File: config.mk
export PLATFORM = sky130hd
export DESIGN_NAME = batt_monitor
export DESIGN_NICKNAME = d
export VERILOG_FILES = /design/src/rtl/bhm_pkg.sv /design/src/rtl/bhm_counter.sv /design/src/rtl/bhm_sequencer.sv /design/src/rtl/bhm_warn_latch.sv /design/src/rtl/batt_monitor.sv
export SDC_FILE = /design/constraint.sdc
export NUM_CORES = 1
export LEC_CHECK = 0
export ABC_AREA = 0
export CAP_MARGIN = 40
export CORE_MARGIN = 4
export CORE_UTILIZATION = 54
export DETAILED_ROUTE_END_ITERATION = 8
export DONT_BUFFER_PORTS = 1
export HOLD_SLACK_MARGIN = 0.03
export PLACE_DENSITY = 0.69
export SYNTH_ARGS = -nofsm -noshare
export SYNTH_HDL_FRONTEND = slang
export SYNTH_SLANG_ARGS = --single-unit
File: constraint.sdc
create_clock -name clk -period 5.09 [get_ports clk]
set_clock_uncertainty 0.05 [all_clocks]
set_input_delay 0.2545 -clock clk [delete_from_list [all_inputs] [get_ports clk]]
set_output_delay 0.2545 -clock clk [all_outputs]
set_load 0.1 [all_outputs]
File: src/rtl/bhm_pkg.sv
package bhm_pkg;

  typedef enum logic [1:0] {
    ST_DOWN    = 2'd0,
    ST_RECOVER = 2'd1,
    ST_TEST    = 2'd2,
    ST_IDLE    = 2'd3
  } bhm_state_e;

endpackage

File: src/rtl/bhm_counter.sv
module bhm_counter #(
  parameter int LIMIT = 2
) (
  input  logic clk,
  input  logic rst_n,
  input  logic clr,
  input  logic en,
  output logic at_last
);
  localparam int W = (LIMIT > 1) ? $clog2(LIMIT) : 1;

  logic [W-1:0] cnt;

  assign at_last = (cnt == W'(LIMIT - 1));

  always_ff @(posedge clk or negedge rst_n) begin
    if (!rst_n) begin
      cnt <= '0;
    end else if (clr) begin
      cnt <= '0;
    end else if (en) begin
      cnt <= at_last ? '0 : cnt + 1'b1;
    end
  end
endmodule

File: src/rtl/bhm_sequencer.sv
module bhm_sequencer
  import bhm_pkg::*;
#(
  parameter int RECOVERY_TICKS = 200,
  parameter int TEST_TICKS     = 1000,
  parameter int INTERVAL_TICKS = 86_400_000
) (
  input  logic clk,
  input  logic rst_n,
  input  logic supply_ok,
  output logic load_en,
  output logic eval,
  output logic pwrup_eval
);
  bhm_state_e state, state_nx;
  logic       pwrup_flag;
  logic       rec_last, win_last, ivl_last;
  logic       start_test;

  // Recovery delay after the supply comes up
  bhm_counter #(.LIMIT(RECOVERY_TICKS)) u_rec_cnt (
    .clk     (clk),
    .rst_n   (rst_n),
    .clr     (state != ST_RECOVER),
    .en      (state == ST_RECOVER),
    .at_last (rec_last)
  );

  // Test window length
  bhm_counter #(.LIMIT(TEST_TICKS)) u_win_cnt (
    .clk     (clk),
    .rst_n   (rst_n),
    .clr     (state != ST_TEST),
    .en      (state == ST_TEST),
    .at_last (win_last)
  );

  // Interval measured from each test start
  bhm_counter #(.LIMIT(INTERVAL_TICKS)) u_ivl_cnt (
    .clk     (clk),
    .rst_n   (rst_n),
    .clr     (start_test || state == ST_DOWN || state == ST_RECOVER),
    .en      (state == ST_TEST || state == ST_IDLE),
    .at_last (ivl_last)
  );

  always_comb begin
    state_nx = state;
    if (!supply_ok) begin
      state_nx = ST_DOWN;
    end else begin
      unique case (state)
        ST_DOWN:    state_nx = ST_RECOVER;
        ST_RECOVER: if (rec_last) state_nx = ST_TEST;
        ST_TEST:    if (win_last) state_nx = ST_IDLE;
        ST_IDLE:    if (ivl_last) state_nx = ST_TEST;
        default:    state_nx = ST_DOWN;
      endcase
    end
  end

  assign start_test = (state_nx == ST_TEST) && (state != ST_TEST);

  always_ff @(posedge clk or negedge rst_n) begin
    if (!rst_n) begin
      state      <= ST_DOWN;
      pwrup_flag <= 1'b0;
    end else begin
      state <= state_nx;
      if (!supply_ok)                             pwrup_flag <= 1'b0;
      else if (state == ST_RECOVER && rec_last)   pwrup_flag <= 1'b1;
      else if (state == ST_TEST && win_last)      pwrup_flag <= 1'b0;
    end
  end

  assign load_en    = (state == ST_TEST);
  assign eval       = (state == ST_TEST) && win_last && supply_ok;
  assign pwrup_eval = eval && pwrup_flag;

  // no load while the supply is down
  p_no_load_unpowered_r2: assert property (@(posedge clk) disable iff (!rst_n)
    !supply_ok |=> !load_en);

  // a window only opens while powered
  p_start_needs_power_r3: assert property (@(posedge clk) disable iff (!rst_n)
    $rose(load_en) |-> $past(supply_ok));

  // a powered window always closes through an evaluation
  p_window_ends_in_eval_r4: assert property (@(posedge clk) disable iff (!rst_n)
    ($fell(load_en) && $past(supply_ok)) |-> $past(eval));

  // a power-up evaluation happens only inside a window
  p_pwrup_eval_in_window_r8: assert property (@(posedge clk) disable iff (!rst_n)
    pwrup_eval |-> load_en);
endmodule

File: src/rtl/bhm_warn_latch.sv
module bhm_warn_latch (
  input  logic clk,
  input  logic rst_n,
  input  logic eval,
  input  logic pwrup_eval,
  input  logic batt_low,
  output logic warn
);
  always_ff @(posedge clk or negedge rst_n) begin
    if (!rst_n) begin
      warn <= 1'b0;
    end else if (eval) begin
      if (batt_low)        warn <= 1'b1;
      else if (pwrup_eval) warn <= 1'b0;
    end
  end

  // weak reading at the end of a window sets the warning
  p_set_on_low_r6: assert property (@(posedge clk) disable iff (!rst_n)
    (eval && batt_low) |=> warn);

  // a periodic good reading never clears it
  p_sticky_periodic_r7: assert property (@(posedge clk) disable iff (!rst_n)
    (eval && !pwrup_eval && warn) |=> warn);

  // outside an evaluation the warning holds
  p_hold_outside_eval_r10: assert property (@(posedge clk) disable iff (!rst_n)
    !eval |=> $stable(warn));
endmodule

File: src/rtl/batt_monitor.sv
module batt_monitor #(
  parameter int RECOVERY_TICKS = 200,
  parameter int TEST_TICKS     = 1000,
  parameter int INTERVAL_TICKS = 86_400_000
) (
  input  logic clk,
  input  logic rst_n,
  input  logic supply_ok,
  input  logic batt_low,
  output logic load_en,
  output logic warn_pull_low
);
  logic eval, pwrup_eval;

  bhm_sequencer #(
    .RECOVERY_TICKS (RECOVERY_TICKS),
    .TEST_TICKS     (TEST_TICKS),
    .INTERVAL_TICKS (INTERVAL_TICKS)
  ) u_seq (
    .clk        (clk),
    .rst_n      (rst_n),
    .supply_ok  (supply_ok),
    .load_en    (load_en),
    .eval       (eval),
    .pwrup_eval (pwrup_eval)
  );

  bhm_warn_latch u_warn (
    .clk        (clk),
    .rst_n      (rst_n),
    .eval       (eval),
    .pwrup_eval (pwrup_eval),
    .batt_low   (batt_low),
    .warn       (warn_pull_low)
  );

  // power loss mid-window removes the load and leaves the warning alone
  p_abort_keeps_warn_r9: assert property (@(posedge clk) disable iff (!rst_n)
    (load_en && !supply_ok) |=> (!load_en && $stable(warn_pull_low)));
endmodule

Yosys cells after proc, flatten, opt, wreduce, memory -nomap -nowiden
Cells that the tools add are included.
- add/subtract/negate cells: 3
- eq/ne operators: 10
- muxes and demuxes: 19
- reductions and logical operators: 14
- operators with widths (cell ; number):
    $mux W27 ; 3
    $mux W10 ; 3
    $add A27 B1 Y27 const B ; 1
    $eq A27 B27 Y1 const B ; 1
    $mux W8 ; 3
    $add A10 B1 Y10 const B ; 1
    $eq A10 B10 Y1 const B ; 1
    $add A8 B1 Y8 const B ; 1
    $eq A8 B8 Y1 const B ; 1
    $mux W2 ; 4
    $pmux W2 S4 ; 1
    $reduce_bool A2 Y1 ; 4
    $eq A2 B2 Y1 const B ; 3
    $logic_and A1 B1 Y1 ; 5
    $mux W1 ; 5
    $logic_or A1 B1 Y1 ; 3
    $ne A3 B1 Y1 const B ; 1
    $eq A2 B1 Y1 const B ; 1
    $logic_not A2 Y1 ; 1
    $ne A2 B1 Y1 const B ; 1
    $ne A2 B2 Y1 const B ; 1
    $reduce_and A2 Y1 ; 1
- bits in registers: 49
- input port bits: 4
- output and inout port bits: 2
- logic and storage cells: 52

Logic depth before layout (Yosys ltp)
- word-level depth: 9
- mapped depth: 7
- gate-level depth less buffers: 5

Hierarchy
From an unflattened synthesis, not the netlist that was laid out.
- cell total of the unflattened synthesis: 294
- area total of the unflattened synthesis: 2757.6 um^2
- by module, submodules not included (module ; times used ; cells each ; area an instance (um^2) ; sequential area each (um^2)):
    bhm_counter at u_seq.u_ivl_cnt ; 1 ; 160 ; 1481.4 ; 675.6
    bhm_counter at u_seq.u_win_cnt ; 1 ; 57 ; 574.3 ; 250.2
    bhm_counter at u_seq.u_rec_cnt ; 1 ; 51 ; 471.7 ; 200.2
    bhm_sequencer ; 1 ; 23 ; 192.7 ; 75.1
    bhm_warn_latch ; 1 ; 3 ; 37.5 ; 25.0

Least setup slack after synthesis
OpenSTA, ideal clock, no wires.
- path kind: reg2reg
- start point: register u_seq.state[0]
- end point: register u_seq.state[0]
- library setup time: 0.135 ns
- data arrival time: 1.699 ns
- required time: 4.905 ns
- slack: 3.206 ns
- cell stages (with the launch flop): 6
- buffers on the path: 0
- clock period less this slack: 1.884 ns
- cells stage by stage: dfrtp_1 -> nand2b_1 -> inv_1 -> o31ai_2 -> o211ai_1 -> a31oi_1
- longest elaborated chain between the ends: 3
- elaborated cells on any way between the ends: 9
- those cells by class: 3 x eq/ne; 5 x mux; 1 x reduce/logical
- ends and longest elaborated chain (element ; line ; text):
    start, declared ; bhm_sequencer.sv:15 ; bhm_state_e state, state_nx;
    start signal, assigned ; bhm_sequencer.sv:69 ; state <= state_nx;
    $eq A2 B2 Y1 ; n/a ;
    named net load_en ; batt_monitor.sv:10 ; output logic load_en,
    $pmux W2 S4 ; bhm_sequencer.sv:52 ; unique case (state)
    $mux W2 ; bhm_sequencer.sv:49 ; if (!supply_ok) begin
    named net u_seq.state_nx[0] ; bhm_sequencer.sv:15 ;
The timed path passes the listed nets, and every way through them passes these cells.
A chain may end at the register's enable or synchronous reset.

Worst setup path after layout
- start point: register u_seq.u_ivl_cnt.cnt[0]
- end point: register u_seq.u_ivl_cnt.cnt[2]
- longest elaborated chain between the ends: 9
- elaborated cells on any way between the ends: 13
- those cells by class: 1 x add/sub; 2 x eq/ne; 6 x mux; 4 x reduce/logical
- ends and longest elaborated chain (element ; line ; text):
    start, declared ; bhm_counter.sv:12 ; logic [W-1:0] cnt;
    start signal, assigned ; bhm_counter.sv:22 ; cnt <= at_last ? '0 : cnt + 1'b1;
    $eq A27 B27 Y1 ; bhm_counter.sv:14 ; assign at_last = (cnt == W'(LIMIT - 1));
    $mux W2 ; bhm_sequencer.sv:56 ; ST_IDLE: if (ivl_last) state_nx = ST_TEST;
    $pmux W2 S4 ; bhm_sequencer.sv:52 ;
    $mux W2 ; bhm_sequencer.sv:49 ;
    $eq A2 B2 Y1 ; bhm_sequencer.sv:62 ; assign start_test = (state_nx == ST_TEST) && (state != ST_TEST);
    $logic_and A1 B1 Y1 ; bhm_sequencer.sv:62 ;
    $logic_or A1 B1 Y1 (2 in series) ; bhm_sequencer.sv:42 ; .clr (start_test || state == ST_DOWN || state == ST_RECOVER),
    $mux W27 / $reduce_bool A2 Y1 (equally long branches) ; n/a ;
Several ways; a longest one is shown, not always the timed one. The select of a mux whose other input is x is not followed.

==> run_results.csv <==
group,metric,value,unit
cts,cts-root-buf,"clkbuf_8",
critical_path,cp.arrival,2.23,ns
cts,cts_tree,"yes",
yosys,synth_top_family_by_area,"simple AND/OR/NAND/NOR gates",
yosys,synth.distinct_cells,45,
sta,relSlewSlack,57.5,%
sta,rsz0062_at_grt,"false",
floorplanning,pin_count,6,
pwr,power,0.639,mW
pwr,powerDensity,231,nW/µm²
layout,nets,279,
global_route,grt_pass1_vias,1959,
cts,numCtsBuffers,5,
cts,postCtsSetupBuffers,0,
critical_path,cp-start-kind,"flip-flop",
layout,drive_gt1_share,6.59,%
critical_path,max_stage_delay,0.45,ns
floorplanning,start_util,57.1,%
critical_path,crit_family,"simple AND/OR/NAND/NOR gates",
hold_path,min_path_cells,1,
routing,wl_per_cell,15.6,µm
routing,drc,0,
yosys,synth_common_cells,"49 x dfrtp_1, 31 x nor2_1, 21 x nand3_1",
yosys,ys_top_cells_by_area,"dfrtp_1 48%, nor2_1 4.6%, xor2_1 4.5%",
sta,worst_pin_slew,0.634,ns
cts,clock_latency,0.30,ns
layout,fin_area,2760,µm²
pwr,ir_worst_vdd,0.132,mV
yosys,ys_seq_area_share,48.0,%
yosys,synth_flop_cell,"dfrtp_1",
yosys,synthXorXnorAreaFrac,7.55,%
routing,drtIter0Drc,116,
yosys,synth-edff-count,0,
job,cap_violations,0,
placement,hpwl,3480,µm
global_route,grtUsageTotal,18.6,%
floorplanning,die_x,76.8,µm
routing,drtPass1Iterations,4,
placement,gp_congestion,0.800,
cts,ctsHoldBuffers,3,
sta,post-route-period-util,41.2,%
cts,clk_path_buf_depth,2,
floorplanning,core,4470,µm²
sta,setup_tns,0,ns
critical_path,reg2regPathDepth,6,
critical_path,worstPathCellList,"ha_1, and4_1, nand3_1, o31ai_2, buf_4, nor2_1",
critical_path,timing.critical_path.buf_inv,1,
sta,hold_viol_final,0,
cts,path_clk_slew,0.09,ns
sta,clock.fmax,477,MHz
routing,drt_wl_total,5060,µm
sta,drv_slew,0,
yosys,synth_fp_nets,275,
critical_path,cp.depth,6,
critical_path,path_max_fanout,20,
critical_path,cp.required,5.22,ns
floorplanning,rows,24,
placement,placed_area,2600,µm²
yosys,yosysMostFrequentCell,"dfrtp_1",
yosys,synthSimpleGateAreaFrac,29.2,%
routing,num_vias,2052,
yosys,async_flop_share,100,%
critical_path,path_class,"flip-flop to flip-flop",
global_route,overflow,0,
sta,fin_crit,2.10,ns
yosys,synth.top_cell.area_share,48.0,%
yosys,synth_compound_area_share,10.3,%
placement,port_buffers,0,
layout,diodes,0,
yosys,synth.ff_latch_count,49,
critical_path,crit_path_top_delay_cell,"and4_1",
yosys,syn_area_per_cell,9.53,µm²
floorplanning,die_h,76.8,µm
hold_path,hold_path_class,"primary input to flip-flop",
sta,setup_viol,0,
routing,ant_nets,0,
sta,setup_slack,2.99,ns
yosys,synthCells,268,
global_route,antenna_found_initial,0,
cts,clock-sinks,49,
cts,post_cts_resized,0,
yosys,synthAdderAreaFrac,1.47,%
placement,dpl_worst_slack,3.04,ns
run_status,outcome,"complete, no violations",
floorplanning,dieArea,5890,µm²
yosys,ys_warn_count,0,
yosys,muxShareOfSynthArea,0,%
yosys,netlist_area,2550,µm²
global_route,grt_max_degree,50,
critical_path,setup.worst_path.end_class,"flip-flop",
cts,htree_levels,2,
layout,area.growth.synth_to_final,8.04,%
routing,vias_per_cell,6.31,
global_route,grt_pass1_wl,9010,µm
yosys,yosys.area.top_type,"dfrtp_1",
pwr,power_leakage,1.05,nW
-- routing by layer --
layer,vias up,part of all wire [%],track usage (%)
met4,0,1.0,5.80
met2,28,45,29.4
met1,1029,50,25.6
met3,6,3.4,4.10
met5,-,0,0
li1,989,-,-
-- cell type report --
| class | count | area, µm² |
|---|---|---|
| Fill cell | 376 | 1720 |
| Sequential cell | 49 | 1230 |
| Tap cell | 52 | 65.1 |
| Clock inverter | 2 | 15.0 |
| Multi-Input combinational cell | 203 | 1240 |
| Clock buffer | 6 | 72.6 |
| Timing Repair Buffer | 6 | 110 |
| Inverter | 7 | 26.3 |
-- flip-flops by register name, indices dropped and copies added (netlist names) --
| register | flops |
|---|---|
| u_seq.pwrup_flag | 1 |
| u_seq.state | 2 |
| u_seq.u_ivl_cnt.cnt | 27 |
| u_seq.u_rec_cnt.cnt | 8 |
| u_seq.u_win_cnt.cnt | 10 |
| u_warn.warn | 1 |
-- kinds of logic after synthesis --
group | Yosys count
flops | 49
compound gates | 44
xor+xnor | 22
buf+inv | 16
simple gates | 134
fa+ha+maj | 3
-- cell usage in the layout (no fill, tap or decap), types with 2 or more instances in the layout --
cell type and count:
and3_1 3, and2_1 2, ha_1 3, a31oi_1 3, nor4b_1 3, xor2_1 13
nor2_1 31, dfrtp_1 49, o21ai_0 13, dlygate4sd3_1 2, clkinvlp_4 2, a21oi_1 16
and4_1 8, nand4b_1 3, o31ai_2 2, o31ai_1 3, or3_1 9, nand3_1 21
nand4_1 12, clkbuf_8 5, nor4_1 6, buf_16 3, a21boi_0 2, nand2_1 17
xnor2_1 9, inv_1 6, nor3_1 7
-- power by group --
group          leakage, nW  internal, mW  switching [mW]
Sequential           0.680         0.391         0.00224
Combinational        0.329       0.00604          0.0110
Clock               0.0374        0.0970           0.131
Total                 1.05         0.494           0.144
-- through the flow --
stage	hold slack [ns]	cells	utilization, %
3_3_place_gp	-0.0898	312	57.4
6_report	0.0572	325	61.7
5_1_grt	0.0523	325	61.7
3_5_place_dp	-0.0899	313	58.0
4_1_cts	0.0416	324	61.0
2_1_floorplan	-0.0911	268	-
-- worst paths after layout --
check                                  startpoint                       to  slack, ns
min                                      batt_low              u_warn.warn       0.06
min in group asynchronous                   rst_n  u_seq.u_ivl_cnt.cnt[24]       0.41
max                        u_seq.u_ivl_cnt.cnt[0]   u_seq.u_ivl_cnt.cnt[2]       2.99
max reg2reg                u_seq.u_ivl_cnt.cnt[0]   u_seq.u_ivl_cnt.cnt[2]       2.99
max in group asynchronous                   rst_n  u_seq.u_ivl_cnt.cnt[11]       4.36
min reg2reg                u_seq.u_rec_cnt.cnt[0]   u_seq.u_rec_cnt.cnt[0]       0.41
-- worst register-to-register path, stage by stage (launching register included) --
cell and delay (ns):
dfrtp_1 0.39, ha_1 0.24, and4_1 0.45, nand3_1 0.21, o31ai_2 0.27, buf_4 0.28
nor2_1 0.09
Power figures use the tool's default switching activity.
